<file path="src/rtl/fan_tach_hwm.sv">
module fan_tach_hwm #(
  parameter logic [15:0] BASE_ADDR = 16'h0480,
  parameter int          TICK_DIV  = 1389
) (
  input  logic        clk,
  input  logic        rst_n,
  input  logic [15:0] io_addr,
  input  logic        io_wr,
  input  logic        io_rd,
  input  logic [7:0]  io_wdata,
  output logic [7:0]  io_rdata,
  input  logic [3:0]  tach_in,
  input  logic [7:0]  temp_data,
  input  logic [1:0]  temp_sel,
  input  logic        temp_load
);
  localparam int NFAN  = 4;
  localparam int CW    = 16;
  localparam int DIV_W = $clog2(TICK_DIV + 1);
  localparam logic [CW-1:0] CMAX = {CW{1'b1}};

  logic [DIV_W-1:0] div_q;
  logic             tick;
  logic [7:0]       idx_q;
  logic             win_hit, at_idx, at_data;
  logic             fan_hit, fan_hi;
  logic [1:0]       fan_num;
  logic [NFAN-1:0][CW-1:0] cnt_run, cnt_cap;
  logic [NFAN-1:0][7:0]    hold_q;
  logic [NFAN-1:0]         tach_edge;
  logic [3:0][7:0]         temp_q;
  logic [7:0]              data_val;

  assign tick = (div_q == DIV_W'(TICK_DIV - 1));

  always_ff @(posedge clk)
    if (!rst_n || tick) div_q <= '0;
    else                div_q <= div_q + 1'b1;

  assign win_hit = (io_addr[15:1] == BASE_ADDR[15:1]);
  assign at_idx  = win_hit & ~io_addr[0];
  assign at_data = win_hit &  io_addr[0];

  always_ff @(posedge clk)
    if (!rst_n)               idx_q <= 8'h00;
    else if (io_wr && at_idx) idx_q <= io_wdata;

  assign fan_hit = (idx_q[7:3] == 5'b00101);
  assign fan_num = idx_q[2:1];
  assign fan_hi  = idx_q[0];

  for (genvar g = 0; g < NFAN; g++) begin : g_fan
    logic [2:0] sync_q;
    logic       low_rd;

    always_ff @(posedge clk)
      if (!rst_n) sync_q <= 3'b000;
      else        sync_q <= {sync_q[1:0], tach_in[g]};

    assign tach_edge[g] = sync_q[1] & ~sync_q[2];
    assign low_rd = io_rd & at_data & fan_hit & ~fan_hi & (fan_num == 2'(g));

    always_ff @(posedge clk)
      if (!rst_n) begin
        cnt_run[g] <= '0;
        cnt_cap[g] <= '0;
      end else if (tach_edge[g]) begin
        cnt_cap[g] <= (tick && cnt_run[g] != CMAX) ? cnt_run[g] + 1'b1 : cnt_run[g];
        cnt_run[g] <= '0;
      end else if (tick && cnt_run[g] != CMAX) begin
        cnt_run[g] <= cnt_run[g] + 1'b1;
        if (cnt_run[g] == CMAX - 1'b1) cnt_cap[g] <= CMAX;
      end

    always_ff @(posedge clk)
      if (!rst_n)      hold_q[g] <= 8'h00;
      else if (low_rd) hold_q[g] <= cnt_cap[g][15:8];
  end

  always_ff @(posedge clk)
    if (!rst_n)         temp_q <= '0;
    else if (temp_load) temp_q[temp_sel] <= temp_data;

  always_comb begin
    data_val = 8'h00;
    case (idx_q)
      8'h25:   data_val = temp_q[0];
      8'h26:   data_val = temp_q[1];
      8'h27:   data_val = temp_q[2];
      8'h80:   data_val = temp_q[3];
      default: if (fan_hit) data_val = fan_hi ? hold_q[fan_num] : cnt_cap[fan_num][7:0];
    endcase
  end

  assign io_rdata = !io_rd  ? 8'h00 :
                    at_idx  ? idx_q :
                    at_data ? data_val : 8'h00;
endmodule

</file>
<file path="config.mk">
export PLATFORM = sky130hd
export DESIGN_NAME = fan_tach_hwm
export DESIGN_NICKNAME = d
export VERILOG_FILES = /design/src/rtl/fan_tach_hwm.sv
export SDC_FILE = /design/constraint.sdc
export NUM_CORES = 1
export LEC_CHECK = 0
export ABC_AREA = 0
export CORE_ASPECT_RATIO = 0.6
export CORE_MARGIN = 4
export CORE_UTILIZATION = 55
export CTS_CLUSTER_DIAMETER = 200
export DETAILED_ROUTE_END_ITERATION = 12
export DONT_BUFFER_PORTS = 1
export PLACE_DENSITY = 0.73
export SLEW_MARGIN = 20
export SYNTH_ARGS = -nofsm -noshare
export SYNTH_HDL_FRONTEND = slang
export SYNTH_SLANG_ARGS = --single-unit
</file>
<file path="constraint.sdc">
create_clock -name clk -period 2.3 [get_ports clk]
set_input_delay 0.115 -clock clk [delete_from_list [all_inputs] [get_ports clk]]
set_output_delay 0.115 -clock clk [all_outputs]
set_load 0.01 [all_outputs]
</file>
==> impl_metrics.json, run 1 <==
{
  "ys_warn_count": 0,
  "drc": 0,
  "skew_ns": 0.00872,
  "avgRoutedWirePerCell_um": 19.0,
  "critPathCaptureType": "output pin",
  "final_cell_mix": "dfxtp_1, nor2b_1, mux2i_1",
  "synthTopCellsByArea": "dfxtp_1, mux2i_1, nor2b_1",
  "yosysTopAreaCellShare_pct": 44.7,
  "place_area_sq_um": 10400,
  "antenna_found_initial": 0,
  "min_period_ns": 2.49,
  "synth-simple-area-share_pct": 22.1,
  "p_int_mw": 6.08,
  "ir_drop_uv": 586,
  "grt_use_met2_pct": 31.1,
  "die_w_um": 182,
  "async_reset_ff_share_pct": 0,
  "grt_pass1_vias": 7236,
  "synth_edf_count": 0,
  "initial_core_util_pct": 57.2,
  "drive_gt1_share_pct": 13.0,
  "cts_max_path_buffers": 3,
  "hold_path_class": "in -> reg",
  "clockPowerShare_pct": 44.6,
  "clk_latency_ns": 0.50,
  "setup_ws_ns": -0.189,
  "clk_pin_slew_ns": 0.07,
  "htreeDepth": 1,
  "syn_area_sq_um": 9980,
  "cts_root_buf": "clkbuf_16",
  "post_drt_via_cell_ratio": 5.99,
  "yosysTopAreaCell": "dfxtp_1",
  "synth_top_family_by_area": "simple AND/OR/NAND/NOR gates",
  "cts_sinks": 223,
  "io_pins": 51,
  "worstSetupPathType": "reg -> out",
  "finalMaxSlewViolations": 0,
  "gr-usage-met3_pct": 5.25,
  "drt_iter0_drc": 823,
  "grt_max_degree": 150,
  "power_frac_seq_pct": 51.4,
  "coreArea_sq_um": 17500,
  "timing.slew.headroom_pct": 47.6,
  "io_buffers": 0,
  "firstDrtPassIters": 8,
  "use_met1_pct": 40.0,
  "postRouteAntennaNets": 0,
  "syn-num-nets": 1077,
  "outcome": "finished, violations left",
  "power.switching_mw": 1.72,
  "synth_top_flop_cell": "dfxtp_1",
  "cts_tree": "built",
  "muxShareOfSynthArea_pct": 12.6,
  "p_leak_nw": 3.96,
  "cp.arrival_ns": 2.37,
  "startpoint_type": "flip-flop",
  "placedCellCount": 1239,
  "grt.total_usage_pct": 23.8,
  "swShare_pct": 22.1,
  "num_rows": 37,
  "routed_wl_mm": 24.7,
  "ys_ff_latch": 223,
  "grt-ovfl-total": 0,
  "grt_pass1_wl_mm": 40.1,
  "fmax_ghz": 0.402,
  "synth-xor-area-share_pct": 5.35,
  "drv_cap": 0,
  "fin_nets": 1106,
  "syn_to_final_growth_pct": 14.1,
  "synth-compound-area-share_pct": 11.0,
  "worstMarginPinSlew_ns": 0.784,
  "gp_congestion": 0.895,
  "timing.final.crit_share_pct": 108,
  "numCtsBuffers": 21,
  "ys_seq_area_share_pct": 44.7,
  "vias": 7797,
  "final_cell_area_sq_um": 11400,
  "syn_avg_cell_area_sq_um": 9.75,
  "ys_types": 58,
  "cp_max_fo": 8,
  "setup_violations": 8,
  "failed_checks": "negative setup slack",
  "dieHeight_um": 112,
  "stdcell_count": 1301,
  "powerDensity_nw_per_um2": 685,
  "rsz0062_at_grt": "true",
  "synthCells": 1024,
  "synthAdderAreaFrac_pct": 1.25,
  "combPwrFrac_pct": 4.1,
  "required_ns": 2.18,
  "diodes": 0,
  "hold_viol_final": 0,
  "die_area_sq_um": 20400,
  "layout_commonest_cell": "dfxtp_1",
  "top_usage_layer": "met1",
  "place.detailed.hpwl_mm": 17.2
}
## state kept, by name, indices dropped and copies added (netlist names)
signal and cells:
div_q 11, cnt_cap 64, temp_q 32, cnt_run 64, idx_q 8, hold_q 32
g_fan.sync_q 12
## metrics by stage
stage | hold slack [ns] | power, mW | setup WS (ns) | util (%) | setup TNS [ns]
floorplan | 0.242 | 4.28 | 0.168 | - | 0
global placement | 0.246 | 4.32 | 0.143 | 59.4 | 0
detailed placement | 0.247 | 4.33 | 0.0662 | 59.4 | 0
CTS | 0.0256 | 7.83 | -0.153 | 65.0 | -0.912
global route | 0.0384 | 8.04 | -0.211 | 65.2 | -1.18
finish | 0.0293 | 7.80 | -0.189 | 65.2 | -0.823
## power groups by stage
stage	logic [mW]	registers, mW	clock network (mW)
after floorplan	0.215	4.06	0
after global placement	0.234	4.09	0
after detailed placement	0.239	4.09	0
after CTS	0.316	4.01	3.51
after global routing	0.351	4.01	3.67
final	0.318	4.01	3.48
## area by class of cell
cell class,count,area [sq um]
flip-flops and latches,223,4470
well taps,234,293
fillers,1382,6070
clock buffers,28,572
multi-input cells,727,5280
clock inverters,9,111
repair buffers,65,607
inverters,15,56.3
## final timing paths
path                 startpoint                  to  slack [ns]  depth (start not counted)
max reg2reg            idx_q[7]          hold_q[27]        0.05                          7
max                    idx_q[7]         io_rdata[3]       -0.19                          6
min                  io_addr[0]            idx_q[3]        0.03                          4
min reg2reg  g_fan[1].sync_q[0]  g_fan[1].sync_q[1]        0.43                          1
## Yosys cell counts (17+ instances only)
cell,number
a21oi_1,52
clkbuf_1,46
dfxtp_1,223
mux2i_1,81
nand2_1,34
nand3_1,32
nand4_1,27
nor2_1,64
nor2b_1,93
nor3_1,24
nor4_1,18
o21ai_0,46
o21ai_1,17
xnor2_1,53
## logic make-up (layout without fill, tap and decap cells)
group | after synthesis | after routing
AND/OR/NAND/NOR | 377 | 377
flip-flops | 223 | 223
AO/OA/AOI/OAI | 174 | 174
multiplexers | 105 | 105
buffers and inverters | 74 | 117
XOR/XNOR | 61 | 61
adder cells (fa/ha/maj) | 10 | 10
## layer usage
metal  up-vias  wire [um]  part of all wire (%)
met1      3673      12900                    52
met3        24       2230                   9.0
li1       3786          -                     -
met4         0        252                   1.0
met5         -          0                     0
met2       314       9390                    38
## worst max-delay path: stages (launching register included)
cell and delay (ns):
dfxtp_2 0.33, or4b_4 0.57, nor4b_4 0.25, buf_6 0.18, a222oi_1 0.17, o21a_1 0.18, o21ai_2 0.20
## timing repair
item | in CTS | in global routing
endpoints found under the setup margin | 8 | 19
resized for setup | 11 | 9
setup buffers | 1 | 1
hold buffers | 23 | 0
endpoints found under the hold margin | 158 | 0
pin swaps | 14 | 10
No activity file was read; power rests on OpenSTA's default activity.
==> run 2, diff against run 1 <==
HOLD_SLACK_MARGIN = 0.08   (was not set)
==> run 2 against run 1 <==
Effect of this change:
- the run still ends with negative setup slack left
- die area stayed put
- core utilization increased by 0.56 points
- hold slack gained 0.036 ns
- global-route usage rose by 0.25 points
- clock-buffer cell count unchanged
- via count rose by 1.5%
- total power about the same
- final cell count grew 0.77%
- combinational power increased by 2%
- sequential cell count is the same
- critical endpoint unchanged
- largest cell class unchanged
- highest routed layer unchanged
==> impl_metrics.json, run 2 (synthesized netlist as in run 1, its figures left out) <==
{
  "outcome": "finished, violations left",
  "failed_checks": "negative setup slack",
  "powerDensity_nw_per_um2": 680,
  "setup_violations": 8,
  "hold_viol_final": 0,
  "coreArea_sq_um": 17500,
  "worstMarginPinSlew_ns": 0.838,
  "hold_path_class": "in -> reg",
  "reg.largest.list": "cnt_cap (64), cnt_run (64)",
  "grt_max_degree": 150,
  "clk_latency_ns": 0.50,
  "layout.area.seq_sq_um": 4470,
  "io_buffers": 0,
  "fin_nets": 1116,
  "fmax_ghz": 0.402,
  "drt_iter0_drc": 735,
  "avgRoutedWirePerCell_um": 19.1,
  "numCtsBuffers": 21,
  "die_w_um": 182,
  "grt.total_usage_pct": 24.1,
  "timing.final.crit_share_pct": 108,
  "ir_drop_uv": 587,
  "layout_commonest_cell": "dfxtp_1",
  "cts_sinks": 223,
  "routed_wl_mm": 25.1,
  "initial_core_util_pct": 57.2,
  "firstDrtPassIters": 6,
  "gp_congestion": 0.895,
  "diodes": 0,
  "cp.arrival_ns": 2.37,
  "drv_cap": 0,
  "place_area_sq_um": 10400,
  "total_power_mw": 7.81,
  "vias": 7916,
  "clk_pin_slew_ns": 0.07,
  "n_fill_cell": 1364,
  "postRouteAntennaNets": 0,
  "io_pins": 51,
  "drive_gt1_share_pct": 12.9,
  "grt_pass1_wl_mm": 40.5,
  "drc": 0,
  "cts_max_path_buffers": 3,
  "skew_ns": 0.00841,
  "cp_max_fo": 8,
  "cts_tree": "built",
  "final_cell_mix": "dfxtp_1, nor2b_1, mux2i_1",
  "required_ns": 2.18,
  "finalMaxSlewViolations": 0,
  "critPathCaptureType": "output pin",
  "startpoint_type": "flip-flop",
  "tns_ns": -0.796,
  "place.detailed.hpwl_mm": 17.2,
  "worstSetupPathType": "reg -> out",
  "rsz0062_at_grt": "true",
  "p_leak_nw": 3.98,
  "final_cell_area_sq_um": 11500,
  "htreeDepth": 1,
  "cts_root_buf": "clkbuf_16",
  "num_rows": 37,
  "grt_pass1_vias": 7303,
  "post_drt_via_cell_ratio": 6.04,
  "dieHeight_um": 112,
  "timing.slew.headroom_pct": 44.0,
  "multiInputGateArea_sq_um": 5290,
  "syn_to_final_growth_pct": 15.0,
  "antenna_found_initial": 0,
  "setup_ws_ns": -0.187,
  "grt-ovfl-total": 0,
  "min_period_ns": 2.49,
  "die_area_sq_um": 20400
}
==> run 2: cell count changes in the layout (fill, tap and decap cells not counted), sizes merged <==
cell         previous run  this run
dlygate4sd3            22        31
or2                     2         3
==> run 2: stage by stage <==
stage / worst slack [ns] / hold WS (ns) / cells / utilization [%]
CTS: -0.153 / 0.103 / 1309 / 65.5
floorplan: 0.168 / 0.242 / 1024 / -
global route: -0.213 / 0.113 / 1311 / 65.8
global placement: 0.143 / 0.246 / 1239 / 59.4
detailed placement: 0.0662 / 0.247 / 1239 / 59.4
finish: -0.187 / 0.0654 / 1311 / 65.8
==> run 2: layout make-up <==
cell class	instances	share of cell area, %
Timing Repair Buffer	74	6.07
Multi-Input combinational cell	728	46.0
Inverter	15	0.490
Clock inverter	9	0.970
Tap cell	234	2.55
Clock buffer	28	4.98
Sequential cell	223	38.9
==> run 2: final timing paths <==
check	start	endpoint	slack (ns)	cells past startpoint
max	idx_q[7]	io_rdata[3]	-0.19	6
min	rst_n	g_fan[0].sync_q[0]	0.07	2
max reg2reg	idx_q[7]	hold_q[6]	0.08	8
min reg2reg	g_fan[1].sync_q[0]	g_fan[1].sync_q[1]	0.43	1
==> run 2: where the power goes <==
part           total, mW  internal, mW  switching (mW)
logic              0.323         0.150           0.173
clock network       3.48          1.99            1.49
registers           4.01          3.95          0.0607
total               7.81          6.08            1.72
==> run 2: worst max-delay path: stages (launching register included) <==
cell and delay [ns]:
dfxtp_2 0.33, or4b_4 0.57, nor4b_4 0.24, buf_6 0.18
a222oi_1 0.17, o21a_1 0.17, o21ai_2 0.20
==> run 2: what timing repair did <==
item	4_1_cts	5_1_grt
setup buffers	1	1
resized for setup	11	9
hold buffers	32	0
gates cloned	0	1
hold endpoints to repair	165	0
pin swaps	14	10
setup endpoints to repair	8	20
==> run 2: routing by layer <==
metal	up-vias	GRT usage [%]	wire length, um
met5	-	0	0
met1	3773	40.1	13000
met2	305	31.7	9610
met3	30	5.34	2230
li1	3808	-	-
met4	0	3.45	302
